<file path="config.mk">
export PLATFORM = sky130hd
export DESIGN_NAME = vid_level_cal
export DESIGN_NICKNAME = d
export VERILOG_FILES = /design/src/rtl/vlc_pkg.sv /design/src/rtl/vlc_line_pos.sv /design/src/rtl/vlc_level_judge.sv /design/src/rtl/vid_level_cal.sv
export SDC_FILE = /design/constraint.sdc
export NUM_CORES = 1
export LEC_CHECK = 0
export ABC_CLOCK_PERIOD_IN_PS = 3150
export BUFFER_PORTS_ARGS = -buffer_cell sky130_fd_sc_hd__buf_2
export CAP_MARGIN = 20
export CELL_PAD_IN_SITES_DETAIL_PLACEMENT = 0
export CELL_PAD_IN_SITES_GLOBAL_PLACEMENT = 2
export CORE_UTILIZATION = 32
export DETAILED_ROUTE_END_ITERATION = 8
export HOLD_SLACK_MARGIN = 0.08
export PLACE_DENSITY = 0.76
export SYNTH_ARGS = -nofsm -noshare
export SYNTH_HDL_FRONTEND = slang
export SYNTH_SLANG_ARGS = --single-unit
</file>
<file path="constraint.sdc">
create_clock -name clk -period 3.15 [get_ports clk]
set_clock_uncertainty 0.15 [all_clocks]
set_input_delay 0.315 -clock clk [delete_from_list [all_inputs] [get_ports clk]]
set_output_delay 0.315 -clock clk [all_outputs]
set_load 0.02 [all_outputs]
</file>
<file path="src/rtl/vlc_pkg.sv">
package vlc_pkg;
  // one actuator command: raise or lower, never both
  typedef struct packed {
    logic up;
    logic dn;
  } nudge_t;
endpackage

</file>
<file path="src/rtl/vlc_line_pos.sv">
module vlc_line_pos #(
  parameter int unsigned LINE_LEN = 1344,
  parameter int unsigned POS_W    = $clog2(LINE_LEN)
) (
  input  logic             clk,
  input  logic             rst,
  input  logic             lock_i,
  input  logic             line_start_i,
  output logic [POS_W-1:0] pos_o,
  output logic             pos_ok_o
);
  localparam logic [POS_W-1:0] LAST = POS_W'(LINE_LEN - 1);

  logic [POS_W-1:0] pos_q;   // position of the last locked sample
  logic             ok_q;    // a line start has been seen

  // position of the sample presented this cycle
  always_comb begin
    if (line_start_i)      pos_o = '0;
    else if (pos_q == LAST) pos_o = '0;
    else                   pos_o = pos_q + POS_W'(1);
    pos_ok_o = line_start_i | ok_q;
  end

  always_ff @(posedge clk) begin
    if (rst) begin
      pos_q <= LAST;
      ok_q  <= 1'b0;
    end else if (lock_i) begin
      pos_q <= pos_o;
      if (line_start_i) ok_q <= 1'b1;
    end
  end

  assert_pos_range_R2: assert property (@(posedge clk) disable iff (rst)
    pos_q <= LAST);
  assert_start_zero_R2: assert property (@(posedge clk) disable iff (rst)
    (lock_i && line_start_i) |=> (pos_q == '0));
  assert_hold_unlocked_R7: assert property (@(posedge clk) disable iff (rst)
    !lock_i |=> $stable(pos_q) && $stable(ok_q));
endmodule

</file>
<file path="src/rtl/vlc_level_judge.sv">
module vlc_level_judge
  import vlc_pkg::*;
#(
  parameter int unsigned SAMPLE_W = 8,
  parameter int unsigned POS_W    = 11,
  parameter int unsigned TAP_POS  = 64,
  parameter int unsigned LOW_MAX  = 74
) (
  input  logic                clk,
  input  logic                rst,
  input  logic                lock_i,
  input  logic [POS_W-1:0]    pos_i,
  input  logic                pos_ok_i,
  input  logic [SAMPLE_W-1:0] sample_i,
  output nudge_t              nudge_o
);
  logic strobe;
  logic below;
  nudge_t nudge_q;

  assign strobe = lock_i & pos_ok_i & (pos_i == POS_W'(TAP_POS));
  assign below  = (sample_i <= SAMPLE_W'(LOW_MAX));

  always_ff @(posedge clk) begin
    if (rst) begin
      nudge_q <= '0;
    end else begin
      nudge_q.up <= strobe & below;
      nudge_q.dn <= strobe & ~below;
    end
  end

  assign nudge_o = nudge_q;

  assert_excl_R8: assert property (@(posedge clk) disable iff (rst)
    !(nudge_q.up && nudge_q.dn));
  assert_single_pulse_R6: assert property (@(posedge clk) disable iff (rst)
    (nudge_q.up || nudge_q.dn) |=> !(nudge_q.up || nudge_q.dn));
endmodule

</file>
<file path="src/rtl/vid_level_cal.sv">
module vid_level_cal
  import vlc_pkg::*;
#(
  parameter int unsigned SAMPLE_W      = 8,
  parameter int unsigned LINE_LEN      = 1344,
  parameter int unsigned SYNC_LEN      = 128,
  parameter int unsigned BACK_LEN      = 128,
  parameter int unsigned SYNC_LOW_MAX  = 74,
  parameter int unsigned BLANK_LOW_MAX = 123
) (
  input  logic                clk,
  input  logic                rst,
  input  logic                lock_i,
  input  logic                line_start_i,
  input  logic [SAMPLE_W-1:0] sample_i,
  output logic                ofs_up_o,
  output logic                ofs_dn_o,
  output logic                ref_up_o,
  output logic                ref_dn_o
);
  localparam int unsigned POS_W     = $clog2(LINE_LEN);
  localparam int unsigned N_LOOPS   = 2;
  localparam int unsigned SYNC_TAP  = SYNC_LEN / 2;
  localparam int unsigned BLANK_TAP = SYNC_LEN + BACK_LEN / 2;
  localparam int unsigned TAP_AT [N_LOOPS] = '{SYNC_TAP, BLANK_TAP};
  localparam int unsigned LOW_AT [N_LOOPS] = '{SYNC_LOW_MAX, BLANK_LOW_MAX};

  logic [POS_W-1:0] pos;
  logic             pos_ok;
  nudge_t           nudge [N_LOOPS];

  vlc_line_pos #(.LINE_LEN(LINE_LEN), .POS_W(POS_W)) u_pos (
    .clk(clk), .rst(rst), .lock_i(lock_i), .line_start_i(line_start_i),
    .pos_o(pos), .pos_ok_o(pos_ok)
  );

  // loop 0: sync tip -> offset, loop 1: blank -> reference
  for (genvar g = 0; g < N_LOOPS; g++) begin : g_loop
    vlc_level_judge #(
      .SAMPLE_W(SAMPLE_W), .POS_W(POS_W),
      .TAP_POS(TAP_AT[g]), .LOW_MAX(LOW_AT[g])
    ) u_judge (
      .clk(clk), .rst(rst), .lock_i(lock_i), .pos_i(pos), .pos_ok_i(pos_ok),
      .sample_i(sample_i), .nudge_o(nudge[g])
    );
  end

  assign ofs_up_o = nudge[0].up;
  assign ofs_dn_o = nudge[0].dn;
  assign ref_up_o = nudge[1].up;
  assign ref_dn_o = nudge[1].dn;

  assert_quiet_unlocked_R7: assert property (@(posedge clk) disable iff (rst)
    !lock_i |=> !(ofs_up_o || ofs_dn_o || ref_up_o || ref_dn_o));
  assert_sync_window_R3: assert property (@(posedge clk) disable iff (rst)
    (ofs_up_o || ofs_dn_o) |-> $past(pos == POS_W'(SYNC_TAP)));
  assert_blank_window_R5: assert property (@(posedge clk) disable iff (rst)
    (ref_up_o || ref_dn_o) |-> $past(pos == POS_W'(BLANK_TAP)));
  assert_needs_start_R1: assert property (@(posedge clk) disable iff (rst)
    (ofs_up_o || ofs_dn_o || ref_up_o || ref_dn_o) |-> $past(pos_ok));
endmodule

</file>
## After elaboration in Yosys (flattened, before gate mapping)

Index checks and enable logic that the tools add are counted.

- Bits in registers: 16
- Input bits: 12
- Output and inout bits: 4
- Word-level logic and storage cells: 25

- $add $sub $neg: 1
- Magnitude comparators: 2
- Equality and inequality tests: 3
- Mux-type cells: 2
- Bitwise operators: 10
- Reduce and logical (&&, ||, !) cells: 1

Operators with widths:

| operator | count |
|---|---|
| 2-to-1 mux 11 bit | 2 |
| <= comparator 8 x 7 -> 1 bit, second input constant | 2 |
| adder 11 x 1 -> 11 bit, second input constant | 1 |
| equality test 11 bit, second input constant | 1 |
| equality test 11 x 7 -> 1 bit, second input constant | 1 |
| equality test 11 x 8 -> 1 bit, second input constant | 1 |
| bitwise AND 1 bit | 7 |
| inverter 1 bit | 2 |
| AND reduction 2 bit | 1 |
| OR 1 bit | 1 |

## Logic depth before layout (Yosys ltp)

- Word-level depth: 6
- Mapped depth: 7
- Gate-level depth less buffers: 6

## Hierarchy

From an unflattened synthesis, not the netlist that was laid out.

- Cells, all modules: 125
- Area total of the unflattened synthesis: 1063.5 um^2

By module, submodules not included:

| module | instances | cells an instance | area each (um^2) | sequential area each (um^2) |
|---|---|---|---|---|
| vlc_line_pos | 1 | 100 | 818.3 | 240.2 |
| vlc_level_judge at g_loop[0].u_judge | 1 | 14 | 131.4 | 40.0 |
| vlc_level_judge at g_loop[1].u_judge | 1 | 11 | 113.9 | 40.0 |

## Least setup slack after synthesis

OpenSTA, ideal clock, no wires.

- Path type: flip-flop to flip-flop
- Start: register u_pos.pos_q[0]
- End: register g_loop[0].u_judge.nudge_q, in the netlist g_loop[0].u_judge.nudge_o[0]
- Setup time: 0.086 ns
- Arrival time: 1.959 ns
- Data required time: 2.914 ns
- Path slack: 0.955 ns
- Stages on the path, launching flop included: 8
- Path buffers: 1
- Period minus slack after synthesis: 2.195 ns
- Cells stage by stage: dfxtp_1 > ha_1 > and4_1 > buf_2 > a41o_2 > a21oi_1 > or4b_1 > a211oi_1

- Longest elaborated chain between the ends: 6
- Elaborated cells between the ends (all ways): 7
- Those cells by class: add/sub (1); eq/ne (2); mux (2); bitwise (2)

Ends and longest elaborated chain:

| item | line | text |
|---|---|---|
| from (decl) | vlc_line_pos.sv:14 | `logic [POS_W-1:0] pos_q;` |
| from (signal assigned) | vlc_line_pos.sv:30 | `pos_q <= pos_o;` |
| adder 11 x 1 -> 11 bit / equality test 11 bit (equally long branches) | vlc_line_pos.sv:21, vlc_line_pos.sv:20 |  |
| 2-to-1 mux 11 bit (*) | vlc_line_pos.sv:20 | `else if (pos_q == LAST) pos_o = '0;` |
| 2-to-1 mux 11 bit (*) | vlc_line_pos.sv:19 | `if (line_start_i) pos_o = '0;` |
| equality test 11 x 7 -> 1 bit (*) | vlc_level_judge.sv:21 | `assign strobe = lock_i & pos_ok_i & (pos_i == POS_W'(TAP_POS));` |
| bitwise AND 1 bit (*) | vlc_level_judge.sv:21 |  |
| bitwise AND 1 bit (*) | vlc_level_judge.sv:29 | `nudge_q.dn <= strobe & ~below;` |
| to (decl) | vlc_level_judge.sv:19 | `nudge_t nudge_q;` |

Every way passes the cells marked *; elsewhere a longest branch is shown, timed or not.
A chain may end at the register's enable or synchronous reset.

## Worst setup path in the final report

- Start: register u_pos.pos_q[0]
- End: register g_loop[0].u_judge.nudge_q, in the netlist g_loop[0].u_judge.nudge_o[1]

- Longest elaborated chain between the ends: 6
- Elaborated cells between the ends (all ways): 7
- Those cells by class: add/sub (1); eq/ne (2); mux (2); bitwise (2)

Ends and longest elaborated chain:

| item | line | text |
|---|---|---|
| adder 11 x 1 -> 11 bit / equality test 11 bit (equally long branches) | vlc_line_pos.sv:21, vlc_line_pos.sv:20 |  |
| 2-to-1 mux 11 bit (*) | vlc_line_pos.sv:20 |  |
| 2-to-1 mux 11 bit (*) | vlc_line_pos.sv:19 |  |
| equality test 11 x 7 -> 1 bit (*) | vlc_level_judge.sv:21 |  |
| bitwise AND 1 bit (*) | vlc_level_judge.sv:21 |  |
| bitwise AND 1 bit (*) | vlc_level_judge.sv:28 | `nudge_q.up <= strobe & below;` |

Marks and branches as above.

==> results.sh <==
export IMPL_status="finished with violations"
export IMPL_violations="DRC"
export IMPL_synth_area_um2=959.7
export IMPL_cts_hold_buf=0
export IMPL_arrival_ns=2.53
export IMPL_tightest_slew_ns=0.4747
export IMPL_synth_most_common_cell="dfxtp_1"
export IMPL_slew_headroom=0.6791
export IMPL_cts_max_level=1
export IMPL_maxSlewViolCount=0
export IMPL_synthToLayoutAreaGrowth_pct=11.21
export IMPL_netlist_top_cells_count="16 x dfxtp_1, 14 x a21oi_1, 13 x o21ai_0, 5 x nor2_1"
export IMPL_dpl_hpwl_um=1814
export IMPL_vias=931
export IMPL_path_class="reg -> reg"
export IMPL_ys_flop_type="dfxtp_1"
export IMPL_r2r_cells=6
export IMPL_period_needed_ns=2.465
export IMPL_endpoint_kind="flip-flop"
export IMPL_synth_seq_cells=16
export IMPL_synth_top_area_share=0.3338
export IMPL_io_pins=16
export IMPL_fin_cells=161
export IMPL_clkLatencyLatePin_ns=0.30
export IMPL_setup_ws_ns=0.6848
export IMPL_dp_cells=158
export IMPL_p_leak_nw=0.4170
export IMPL_grt_pass1_vias=848
export IMPL_cts_sinks=16
export IMPL_fin_util=0.3805
export IMPL_finalCritPeriodShare=0.7826
export IMPL_r2r_start="u_pos.pos_q[0]"
export IMPL_synth_cell_type_count=40
export IMPL_wl_per_cell_um=15.16
export IMPL_die_width_um=56.76
export IMPL_drive_above_1_share=0.1923
export IMPL_cts_root_buf="clkbuf_4"
export IMPL_hold_class="in -> reg"
export IMPL_rows=19
export IMPL_yosysWarnings=0
export IMPL_power_density_nw_per_um2=408.0
export IMPL_critPathMaxFanout=7
export IMPL_vdd_drop_max_uv=146.3
export IMPL_required_ns=3.21
export IMPL_fin_tns_setup_ns=0
export IMPL_timing_rr_end="g_loop[0].u_judge.nudge_o[1]"
export IMPL_drt_wl_total_um=2440
export IMPL_timing_fmax_ghz=0.4056
export IMPL_ys_seq_area_frac=0.3338
export IMPL_die_height_um=56.76
export IMPL_grt_first_pass_wirelength_um=4071
export IMPL_diodes=0
export IMPL_start_util=0.3421
export IMPL_core_area_um2=2805
export IMPL_clkTransAtPathRegs_ns=0.10
export IMPL_final_nets=145
export IMPL_viasPerCell=5.783
export IMPL_antenna_found_initial=0
export IMPL_antenna_left=0
export IMPL_initialDrtViolationCount=34
export IMPL_netlist_instances=117
export IMPL_cts_tree="built"
export IMPL_syn_nets=130
export IMPL_startpoint="u_pos.pos_q[0]"
export IMPL_die_area_um2=3222
export IMPL_grt_usage=0.1688
export IMPL_cts_buffer_depth=2
export IMPL_async_flop_share=0
export IMPL_cp_start_kind="flip-flop"
export IMPL_rsz0062_at_grt="false"
export IMPL_hold_viol=0
export IMPL_cts_setup_buffers=0
export IMPL_endpoint="g_loop[0].u_judge.nudge_o[1]"
export IMPL_max_cap_violations=0
export IMPL_ff2ff_setup_slack_ns=0.68
export IMPL_cts_buffers=3
export IMPL_ctsResizeCount=0
export IMPL_netlist_top_cell_by_area="dfxtp_1"
export IMPL_io_buffers=15
export IMPL_synth_edf_count=0
export IMPL_place_congestion=0.7748
export IMPL_synth_area_leaders="dfxtp_1 33%, a21oi_1 7.3%, o21ai_0 6.8%"
export IMPL_firstDrtPassIters=6
export IMPL_gr_total_overflow=0
export IMPL_avgSynthCellArea_um2=8.202
export IMPL_drc=6
export IMPL_dp_slack_ns=0.7116
export IMPL_finalSetupViolCount=0
export IMPL_grt_max_degree=14
per-layer routing:
layer	track usage	vias to the layer above	wire [µm]
li1	-	479	-
met1	0.2232	430	1225
met2	0.2704	17	1074
met3	0.02765	5	95
met4	0.07317	0	44
met5	0	-	0
placed cells by master (no fill, tap or decap), drive strengths merged, types with 2 or more instances in the layout:
cell	n
nor3b	2
or3	3
buf	16
nand2b	4
dfxtp	16
nor4b	2
inv	4
o21ai	13
nand2	4
a21o	2
nand3	4
nor2	5
nand4	2
nor3	3
mux2i	2
a21oi	14
and4	3
and3	4
a211oi	2
o211ai	3
or4b	2
clkbuf	3
a211o	4
nor4	2
state kept, by name, indices dropped and copies added, names as in the netlist:
name,flops
g_loop.u_judge.nudge_o,4
u_pos.pos_q,11
u_pos.ok_q,1
power by group:
part | internal (W) | switching, W
registers | 0.000213 | 0.0000194
logic | 0.0000387 | 0.0000493
clock network | 0.0000446 | 0.0000709
total | 0.000296 | 0.000140
logic make-up after synthesis:
kind of cell,Yosys count,share of synthesized area
xor gates and xnor gates,1,0.009128
adders and majority gates,1,0.01304
DFF,16,0.3338
buffers and inverters,10,0.05346
AOI/OAI and AO/OA,45,0.3012
and+or+nand+nor,42,0.2686
muxes,2,0.02086
worst max-delay path, cell delays in order, from the launching register on:
cell and delay [ns]:
dfxtp_1 0.44, ha_1 0.27, and4_1 0.36, a41o_2 0.30, a21oi_1 0.08, or4b_1 0.56, a211oi_1 0.22
final cells by class:
class,instances,area (µm²)
Inverter,4,15.01
Sequential cell,16,320.3
Fill cell,310,1738
Clock buffer,3,22.52
Multi-Input combinational cell,91,588.1
Tap cell,31,38.79
Timing Repair Buffer,16,82.58
through the flow:
| step | instance area [µm²] | power [W] | hold slack (ns) |
|---|---|---|---|
| final | 1067 | 0.0004355 | 0.1240 |
| after global routing | 1067 | 0.0004691 | 0.1208 |
| after CTS | 1067 | 0.0004418 | 0.1147 |
| after detailed placement | 1045 | 0.0003241 | 0.3060 |
| after global placement | 1045 | 0.0003245 | 0.2938 |
| after floorplan | 959.7 | 0.0002983 | 0.2594 |
worst min path at each step:
stage,slack [ns],depth (start not counted),start,endpoint
detailed placement,0.31,2,u_pos.ok_q,u_pos.ok_q
floorplan,0.26,1,rst,u_pos.pos_q[10]
global placement,0.29,2,u_pos.ok_q,u_pos.ok_q
CTS,0.11,3,sample_i[7],g_loop[0].u_judge.nudge_o[1]
finish,0.12,3,sample_i[7],g_loop[0].u_judge.nudge_o[1]
global route,0.12,3,sample_i[7],g_loop[0].u_judge.nudge_o[1]
No activity file was read; power rests on OpenSTA's default activity.
